**src/rtl/keyed_wr_gate_pkg.sv**
```systemverilog
package keyed_wr_gate_pkg;
  typedef enum logic [1:0] {
    WR_NONE  = 2'd0,
    WR_CODE  = 2'd1,
    WR_BANK  = 2'd2,
    WR_OTHER = 2'd3
  } wr_kind_e;
endpackage

```
**src/rtl/keyed_wr_gate_decode.sv**
```systemverilog
module keyed_wr_gate_decode
  import keyed_wr_gate_pkg::*;
#(
  parameter int          ADDR_W    = 32,
  parameter int          NREG      = 8,
  parameter logic [31:0] CODE_ADDR = 32'h0000_0904,
  parameter logic [31:0] BANK_BASE = 32'h0000_1000
) (
  input  logic              we_i,
  input  logic [ADDR_W-1:0] addr_i,
  output wr_kind_e          kind_o,
  output logic [NREG-1:0]   hit_o
);
  for (genvar i = 0; i < NREG; i++) begin : g_hit
    localparam logic [ADDR_W-1:0] RegAddr = ADDR_W'(BANK_BASE + 32'(4 * i));
    assign hit_o[i] = (addr_i == RegAddr);
  end

  always_comb begin
    if (!we_i)                             kind_o = WR_NONE;
    else if (addr_i == ADDR_W'(CODE_ADDR)) kind_o = WR_CODE;
    else if (|hit_o)                       kind_o = WR_BANK;
    else                                   kind_o = WR_OTHER;
  end
endmodule

```
**src/rtl/keyed_wr_gate_key.sv**
```systemverilog
module keyed_wr_gate_key #(
  parameter int          DATA_W = 32,
  parameter int          MASK_W = 16,
  parameter logic [31:0] KEY    = 32'hACCE_0000
) (
  input  logic [DATA_W-1:0] wdata_i,
  output logic              key_ok_o,
  output logic [MASK_W-1:0] tgt_o
);
  localparam logic [DATA_W-1:0] KeyFull = DATA_W'(KEY);

  // only the field outside the mask carries the key
  assign key_ok_o = (wdata_i[DATA_W-1:MASK_W] == KeyFull[DATA_W-1:MASK_W]);
  assign tgt_o    = wdata_i[MASK_W-1:0];
endmodule

```
**src/rtl/keyed_wr_gate_arm.sv**
```systemverilog
module keyed_wr_gate_arm
  import keyed_wr_gate_pkg::*;
#(
  parameter int MASK_W = 16
) (
  input  logic              clk_i,
  input  logic              rst_ni,
  input  wr_kind_e          kind_i,
  input  logic              key_ok_i,
  input  logic [MASK_W-1:0] code_tgt_i,
  input  logic [MASK_W-1:0] addr_low_i,
  output logic              grant_o,
  output logic              armed_o,
  output logic              viol_o
);
  logic              armed_q, armed_d;
  logic              viol_q, viol_d;
  logic [MASK_W-1:0] tgt_q, tgt_d;

  assign grant_o = armed_q && (kind_i == WR_BANK) && (addr_low_i == tgt_q);

  always_comb begin
    armed_d = armed_q;
    tgt_d   = tgt_q;
    viol_d  = viol_q;
    unique case (kind_i)
      WR_CODE: begin
        armed_d = key_ok_i;
        tgt_d   = key_ok_i ? code_tgt_i : tgt_q;
        if (!key_ok_i) viol_d = 1'b1;
      end
      WR_BANK: begin
        armed_d = 1'b0;
        if (!grant_o) viol_d = 1'b1;
      end
      WR_OTHER: armed_d = 1'b0;
      default: ;
    endcase
  end

  always_ff @(posedge clk_i or negedge rst_ni) begin
    if (!rst_ni) begin
      armed_q <= 1'b0;
      viol_q  <= 1'b0;
      tgt_q   <= '0;
    end else begin
      armed_q <= armed_d;
      viol_q  <= viol_d;
      tgt_q   <= tgt_d;
    end
  end

  assign armed_o = armed_q;
  assign viol_o  = viol_q;
endmodule

```
**src/rtl/keyed_wr_gate.sv**
```systemverilog
module keyed_wr_gate
  import keyed_wr_gate_pkg::*;
#(
  parameter int          ADDR_W    = 32,
  parameter int          DATA_W    = 32,
  parameter int          MASK_W    = 16,
  parameter int          NREG      = 8,
  parameter logic [31:0] KEY       = 32'hACCE_0000,
  parameter logic [31:0] CODE_ADDR = 32'h0000_0904,
  parameter logic [31:0] BANK_BASE = 32'h0000_1000
) (
  input  logic              clk_i,
  input  logic              rst_ni,
  input  logic              bus_we_i,
  input  logic [ADDR_W-1:0] bus_addr_i,
  input  logic [DATA_W-1:0] bus_wdata_i,
  output logic [NREG-1:0]   reg_we_o,
  output logic              armed_o,
  output logic              viol_o
);
  wr_kind_e          kind;
  logic [NREG-1:0]   hit;
  logic              key_ok;
  logic [MASK_W-1:0] code_tgt;
  logic              grant;

  keyed_wr_gate_decode #(
    .ADDR_W(ADDR_W), .NREG(NREG), .CODE_ADDR(CODE_ADDR), .BANK_BASE(BANK_BASE)
  ) u_decode (
    .we_i(bus_we_i), .addr_i(bus_addr_i), .kind_o(kind), .hit_o(hit)
  );

  keyed_wr_gate_key #(
    .DATA_W(DATA_W), .MASK_W(MASK_W), .KEY(KEY)
  ) u_key (
    .wdata_i(bus_wdata_i), .key_ok_o(key_ok), .tgt_o(code_tgt)
  );

  keyed_wr_gate_arm #(
    .MASK_W(MASK_W)
  ) u_arm (
    .clk_i(clk_i), .rst_ni(rst_ni), .kind_i(kind), .key_ok_i(key_ok),
    .code_tgt_i(code_tgt), .addr_low_i(bus_addr_i[MASK_W-1:0]),
    .grant_o(grant), .armed_o(armed_o), .viol_o(viol_o)
  );

  assign reg_we_o = hit & {NREG{grant}};
endmodule

```
**config.mk**
```make
export PLATFORM = sky130hd
export DESIGN_NAME = keyed_wr_gate
export DESIGN_NICKNAME = d
export VERILOG_FILES = /design/src/rtl/keyed_wr_gate_pkg.sv /design/src/rtl/keyed_wr_gate_decode.sv /design/src/rtl/keyed_wr_gate_key.sv /design/src/rtl/keyed_wr_gate_arm.sv /design/src/rtl/keyed_wr_gate.sv
export SDC_FILE = /design/constraint.sdc
export NUM_CORES = 1
export LEC_CHECK = 0
export ABC_AREA = 1
export BUFFER_PORTS_ARGS = -buffer_cell sky130_fd_sc_hd__buf_2
export CORE_ASPECT_RATIO = 0.9
export CORE_MARGIN = 10
export CORE_UTILIZATION = 50
export DETAILED_ROUTE_END_ITERATION = 7
export PLACE_DENSITY_LB_ADDON = 0.2
export SLEW_MARGIN = 15
export SYNTH_ARGS = -nofsm -noshare
export SYNTH_HDL_FRONTEND = slang
export SYNTH_SLANG_ARGS = --single-unit
```
**constraint.sdc**
```tcl
create_clock -name clk_i -period 2.9 [get_ports clk_i]
set_clock_uncertainty 0.2 [all_clocks]
set_input_delay 0.435 -clock clk_i [delete_from_list [all_inputs] [get_ports clk_i]]
set_output_delay 0.435 -clock clk_i [all_outputs]
set_load 0.005 [all_outputs]
```
## Word level (Yosys, flattened, before mapping)

Cells that the tools add are included.

| storage, ports and cells | value |
|---|---|
| bits in registers | 18 |
| input bits | 67 |
| output and inout bits | 10 |
| logic and storage cells | 35 |

| cells by class | value |
|---|---|
| equal/unequal tests | 16 |
| multiplexer cells | 7 |
| bitwise operators | 1 |
| reduce and logical (&&, ||, !) cells | 8 |

Operators by type and width:

| kind | number |
|---|---|
| 32-bit by 13-bit == test with 1-bit output, second input constant | 8 |
| 32-bit by 12-bit == test with 1-bit output, second input constant | 1 |
| 16-bit == test | 1 |
| 16-bit == test, second input constant | 1 |
| 8-bit AND | 1 |
| 8-bit OR reduction | 1 |
| 2-bit == test, second input constant | 2 |
| 2-bit two-way mux | 2 |
| 2-bit != test, second input constant | 2 |
| 1-bit one-hot mux with 2 select lines | 2 |
| 2-bit nonzero test | 2 |
| 1-bit two-way mux | 3 |
| 3-bit AND reduction | 1 |
| 2-bit by 1-bit == test with 1-bit output, second input constant | 1 |
| 1-bit logical AND | 2 |
| 2-bit AND reduction | 1 |
| 2-bit OR reduction | 1 |

## Logic depth before layout (Yosys ltp)

| logic depth | value |
|---|---|
| depth after elaboration | 10 |
| mapped depth | 14 |
| mapped depth without buffers | 14 |

## Modules after synthesis

A second synthesis with hierarchy kept.

| second synthesis, totals | value |
|---|---|
| cells, all modules | 334 |
| area total of the unflattened synthesis | 1875.5 µm² |

By module, submodules not included:

| module | times used | cells an instance | area each (µm²) |
|---|---|---|---|
| keyed_wr_gate_arm | 1 | 170 | 1153.6 |
| keyed_wr_gate_decode | 1 | 109 | 454.2 |
| keyed_wr_gate_key | 1 | 38 | 202.7 |
| keyed_wr_gate | 1 | 17 | 65.1 |

## Worst setup path after synthesis

OpenSTA, ideal clock, no wires.

| timing | value |
|---|---|
| path kind | input -> output |
| start point | in bus_addr_i[16] |
| end point | out reg_we_o[0] |
| arrival | 1.377 ns |
| data required time | 2.265 ns |
| setup slack | 0.888 ns |
| stages on the path | 11 |
| path buffers | 0 |
| path through | inv_1 -> nand2_1 -> nor2_1 -> nand2_1 -> nor2_4 -> nand2_1 -> nand2_1 -> nor2_1 -> nand2_2 -> nand3_4 -> nor2_1 |

| on the way | value |
|---|---|
| word-level cells in the longest chain between the ends | 9 |
| elaborated cells on any way between the ends | 17 |

Ends and longest elaborated chain:

| what | line | source |
|---|---|---|
| start: declaration | keyed_wr_gate.sv:15 | `input logic [ADDR_W-1:0] bus_addr_i,` |
| 32-bit by 13-bit == test with 1-bit output | keyed_wr_gate_decode.sv:16 | `assign hit_o[i] = (addr_i == RegAddr);` |
| 8-bit OR reduction | keyed_wr_gate_decode.sv:22 | `else if (\|hit_o) kind_o = WR_BANK;` |
| 1-bit two-way mux | keyed_wr_gate_decode.sv:22 |  |
| 2-bit two-way mux | keyed_wr_gate_decode.sv:21 | `else if (addr_i == ADDR_W'(CODE_ADDR)) kind_o = WR_CODE;` |
| 2-bit two-way mux | keyed_wr_gate_decode.sv:20 | `if (!we_i) kind_o = WR_NONE;` |
| 2-bit == test | keyed_wr_gate_arm.sv:20 | `assign grant_o = armed_q && (kind_i == WR_BANK) && (addr_low_i == tgt_q);` |
| 1-bit logical AND (2 in series) | keyed_wr_gate_arm.sv:20 |  |
| 8-bit AND (*) | keyed_wr_gate.sv:47 | `assign reg_we_o = hit & {NREG{grant}};` |
| end: declaration | keyed_wr_gate.sv:17 | `output logic [NREG-1:0] reg_we_o,` |

Mark *: on every way between the ends. The rest lies on a longest branch, timed or not.

## Worst setup path in the final report

| timing | value |
|---|---|
| start point | reg u_arm.tgt_q[11] |
| end point | out reg_we_o[5] |

| on the way | value |
|---|---|
| word-level cells in the longest chain between the ends | 3 |

Ends and longest elaborated chain:

| what | line | source |
|---|---|---|
| start: declaration | keyed_wr_gate_arm.sv:18 | `logic [MASK_W-1:0] tgt_q, tgt_d;` |
| start signal: assignment | keyed_wr_gate_arm.sv:49 | `tgt_q <= tgt_d;` |
| 16-bit == test | keyed_wr_gate_arm.sv:20 |  |
| 1-bit logical AND | keyed_wr_gate_arm.sv:20 |  |
| 8-bit AND | keyed_wr_gate.sv:47 |  |

No other way between the ends.

==> results_tabular.tex <==
\begin{tabular}{lr}
\hline
Metric & Value \\
\hline
\multicolumn{2}{l}{\textbf{Worst hold path}} \\
\quad Tightest Hold Check Type & input pin to flop \\
\quad Worst hold start & bus\_wdata\_i[14] \\
\multicolumn{2}{l}{\textbf{Finish}} \\
\quad Ratio of cells with drive above 1 in the final layout & 0.4110 \\
\quad Inserted Diodes & 0 \\
\quad Post-synthesis to final-layout area growth & 28.59\% \\
\quad \# fillers & 292 \\
\quad Number of nets at the end of the flow & 377 \\
\multicolumn{2}{l}{\textbf{Pwr}} \\
\quad Leak pwr & 1.099 nW \\
\quad Part of the total power dissipated in sequential elements & 0.491 \\
\quad Sw Share & 0.2652 \\
\quad Peak supply drop & 0.2276 mV \\
\quad Part of the power in combinational logic & 0.190 \\
\quad Power Dens Cells & 255.0 nW/um2 \\
\quad Proportion of power drawn by the clock network & 0.319 \\
\quad Net switching power & 0.1355 mW \\
\quad Internal power component & 0.3753 mW \\
\quad Final Power & 0.5108 mW \\
\multicolumn{2}{l}{\textbf{Detailed routing}} \\
\quad Total vias in the final route & 1583 \\
\quad Total length of routed wires & 3.862 mm \\
\quad First-pass iteration count of the detailed router & 4 \\
\quad ANT nets after route & 0 \\
\quad DR vias/cell & 4.510 \\
\quad Routed len/inst & 11.00 um \\
\quad Post-route DRC & 0 \\
\quad Initial drt markers & 73 \\
\multicolumn{2}{l}{\textbf{Critical path}} \\
\quad WP data arrival & 1.80 ns \\
\quad Beginning of the worst register-to-register path & u\_arm.tgt\_q[11] \\
\quad Timing startpoint of the critical path & u\_arm.tgt\_q[11] \\
\quad Worst Setup Start Kind & flop \\
\quad Crit Path Category & flop to output pin \\
\quad Crit path top cell by count & nor2\_1 \\
\quad CP Max Fanout & 9 \\
\quad Cell Chain, Critical Path & xor2\_1 > nor3\_1 > nand3\_1 > nor2\_1 > nand3\_4 > nor2\_1 > buf\_2 \\
\quad Worst EP required & 2.27 ns \\
\quad CP max-delay cell & dfrtp\_1 \\
\quad Max incr delay on CP & 0.42 ns \\
\quad Critical path capture point type & output pin \\
\multicolumn{2}{l}{\textbf{Logic synthesis}} \\
\quad Main flop type after synthesis & dfrtp\_1 \\
\quad Flop and latch count out of synthesis & 18 \\
\quad Synth async-reset ratio & 1.000 \\
\quad Cell types occupying the most area after synthesis & dfrtp\_1 29\%, nor2\_1 11\%, nand2\_1 11\% \\
\quad Cell Area, Synth & 1558 um2 \\
\quad Count of flip-flops with a built-in enable after synthesis & 0 \\
\quad Post-synth cell types & 26 \\
\quad Mean post-synth cell area & 6.743 um2 \\
\quad Post-synthesis net count & 298 \\
\quad Cell type with the highest aggregate area in the netlist & dfrtp\_1 \\
\quad Area share of the largest cell type after synthesis & 0.2892 \\
\quad Cell count after synthesis & 231 \\
\quad Sequential-to-total area share from yosys stat & 0.2892 \\
\quad Leading cell type by number of instances after synthesis & nor2\_1 \\
\quad Most used standard cells in the synthesized netlist & 46 x nor2\_1, 45 x nand2\_1, 39 x inv\_1, 18 x dfrtp\_1 \\
\quad Count of warnings emitted by yosys & 0 \\
\multicolumn{2}{l}{\textbf{Timing}} \\
\quad Setup Viol. Count Final & 0 \\
\quad Portion of the clock cycle consumed by the worst path in the final layout & 0.8395 \\
\quad Unrepaired setup endpoints after global routing & false \\
\quad Sum Neg Setup Slack & 0 ns \\
\quad Minimum period implied by the final worst setup slack & 2.435 ns \\
\quad Final hold violation count & 0 \\
\quad Worst-case headroom to the max-slew limit & 0.6447 \\
\quad Highest Clock Rate & 0.4108 GHz \\
\quad Measured slew at the worst slew-check pin & 0.5330 ns \\
\quad Total count of max-transition violations in the final report & 0 \\
\multicolumn{2}{l}{\textbf{Run}} \\
\quad Max cap viols & 0 \\
\multicolumn{2}{l}{\textbf{Placed design}} \\
\quad Detailed placer's ending HPWL & 3.300 mm \\
\quad Port Buf Inserts & 76 \\
\quad Routability cong. & 0.8003 \\
\multicolumn{2}{l}{\textbf{Clock network}} \\
\quad Setup fix buffers added after clock tree synthesis & 0 \\
\quad Maximum buffer depth of the clock tree & 2 \\
\quad CTS tree & yes \\
\quad H-tree levels & 1 \\
\quad Clock buffers created by TritonCTS & 3 \\
\quad Clk Latency, worst-skew pair & 0.31 ns \\
\quad Clock Sink Count & 18 \\
\quad Reg clk slew, reported paths & 0.11 ns \\
\quad Root buf cell & clkbuf\_4 \\
\multicolumn{2}{l}{\textbf{Floorplan}} \\
\quad Number of cell rows & 19 \\
\quad Floorplan die area & 5751 um2 \\
\quad Initial standard-cell utilization of the core & 0.5160 \\
\quad Die H & 72.95 um \\
\quad Placeable Area & 3019 um2 \\
\quad Total I/O pin count & 77 \\
\quad Die extent in x & 78.84 um \\
\multicolumn{2}{l}{\textbf{GRT}} \\
\quad Vias in the first global route & 1529 \\
\quad Total routing usage reported by global routing & 0.1334 \\
\quad Congestion Overflow GR & 0 \\
\quad Global-route track usage on met1 & 0.1520 \\
\quad Busiest metal layer after global routing & met2 \\
\quad Initial antenna violation count & 0 \\
\quad Largest net degree at the start of global routing & 34 \\
\quad Global Route met3 Usage & 0.04064 \\
\quad Fraction of met2 tracks used by global routing & 0.2363 \\
\quad Global-route wire length before repair & 6.451 mm \\
\multicolumn{2}{l}{\textbf{Outcome}} \\
\quad Result of the run & completed \\
\hline
\end{tabular}
==> state kept, by name (all words and copies together), names as in the netlist <==
signal,cells
u_arm.armed_o,1
u_arm.tgt_q,16
u_arm.viol_o,1
==> stage by stage <==
stage | instance area [um2] | std cells | hold WS (ns) | setup slack (ns) | utilization
floorplan | 1558 | 231 | -0.06059 | 0.8880 | -
global placement | 1957 | 346 | 0.1858 | 0.5886 | 0.6482
detailed placement | 1957 | 346 | 0.1885 | 0.5526 | 0.6482
CTS | 2003 | 351 | 0.1519 | 0.4473 | 0.6635
global route | 2003 | 351 | 0.1481 | 0.2745 | 0.6635
finish | 2003 | 351 | 0.1498 | 0.4655 | 0.6635
==> repair_timing <==
action / 4_1_cts / 5_1_grt
hold buffers: 1 / 0
hold endpoints to repair: 18 / 0
gates resized for setup: 0 / 0
==> power groups by stage <==
stage                     logic (mW)  registers, mW  clock network (mW)
after global routing           0.112          0.251               0.183
after CTS                     0.0985          0.251               0.165
after floorplan               0.0380          0.256                   0
after detailed placement      0.0969          0.256                   0
after global placement        0.0954          0.256                   0
final                         0.0972          0.251               0.163
==> cell families after synthesis <==
kind of cell,Yosys count,share of synthesized area
compound gates,23,0.1181
buf+inv,47,0.1277
xor+xnor,8,0.04498
simple gates,135,0.4201
flops,18,0.2892
==> cells in the final DEF (no fill, tap or decap), types with 3 or more instances in the layout <==
master / n
inv_2: 5
dfrtp_1: 18
nand2_2: 16
nor2_1: 46
nand3_1: 11
nor2_4: 3
nand4_1: 3
clkbuf_4: 3
nand2_1: 45
xor2_1: 6
buf_2: 76
o21ai_2: 16
inv_1: 39
==> critical path, delay by kind of cell, from the launching register on <==
kind / cells / cell delay, ns
XOR/XNOR: 1 / 0.15
buffers and inverters: 1 / 0.12
flip-flops: 1 / 0.42
AND/OR/NAND/NOR: 5 / 0.80
==> layer usage <==
metal / routed length [um] / up-vias / share of wire
met4: 44 / 0 / 0.011
met5: 0 / - / 0
met2: 1926 / 44 / 0.50
li1: - / 858 / -
met3: 278 / 5 / 0.072
met1: 1612 / 676 / 0.42
==> final cells by class <==
type,count,area [um2],share of cell area
multi-input cells,166,908.4,0.4535
flip-flops and latches,18,450.4,0.2249
repair buffers,77,390.4,0.1949
inverters,44,165.2,0.08245
well taps,42,52.55,0.02623
clock buffers,4,36.28,0.01811
==> worst paths after layout <==
kind                            slack (ns)  depth (start not counted)               to
worst min-delay path                  0.15                          3  u_arm.tgt_q[14]
worst max register to register        1.22                          7     u_arm.viol_o
worst min register to register        0.27                          2     u_arm.viol_o
max in group asynchronous             1.84                          2   u_arm.tgt_q[2]
worst max-delay path                  0.47                          7      reg_we_o[5]
min in group asynchronous             0.37                          2   u_arm.tgt_q[0]
No activity file was read; power rests on OpenSTA's default activity.
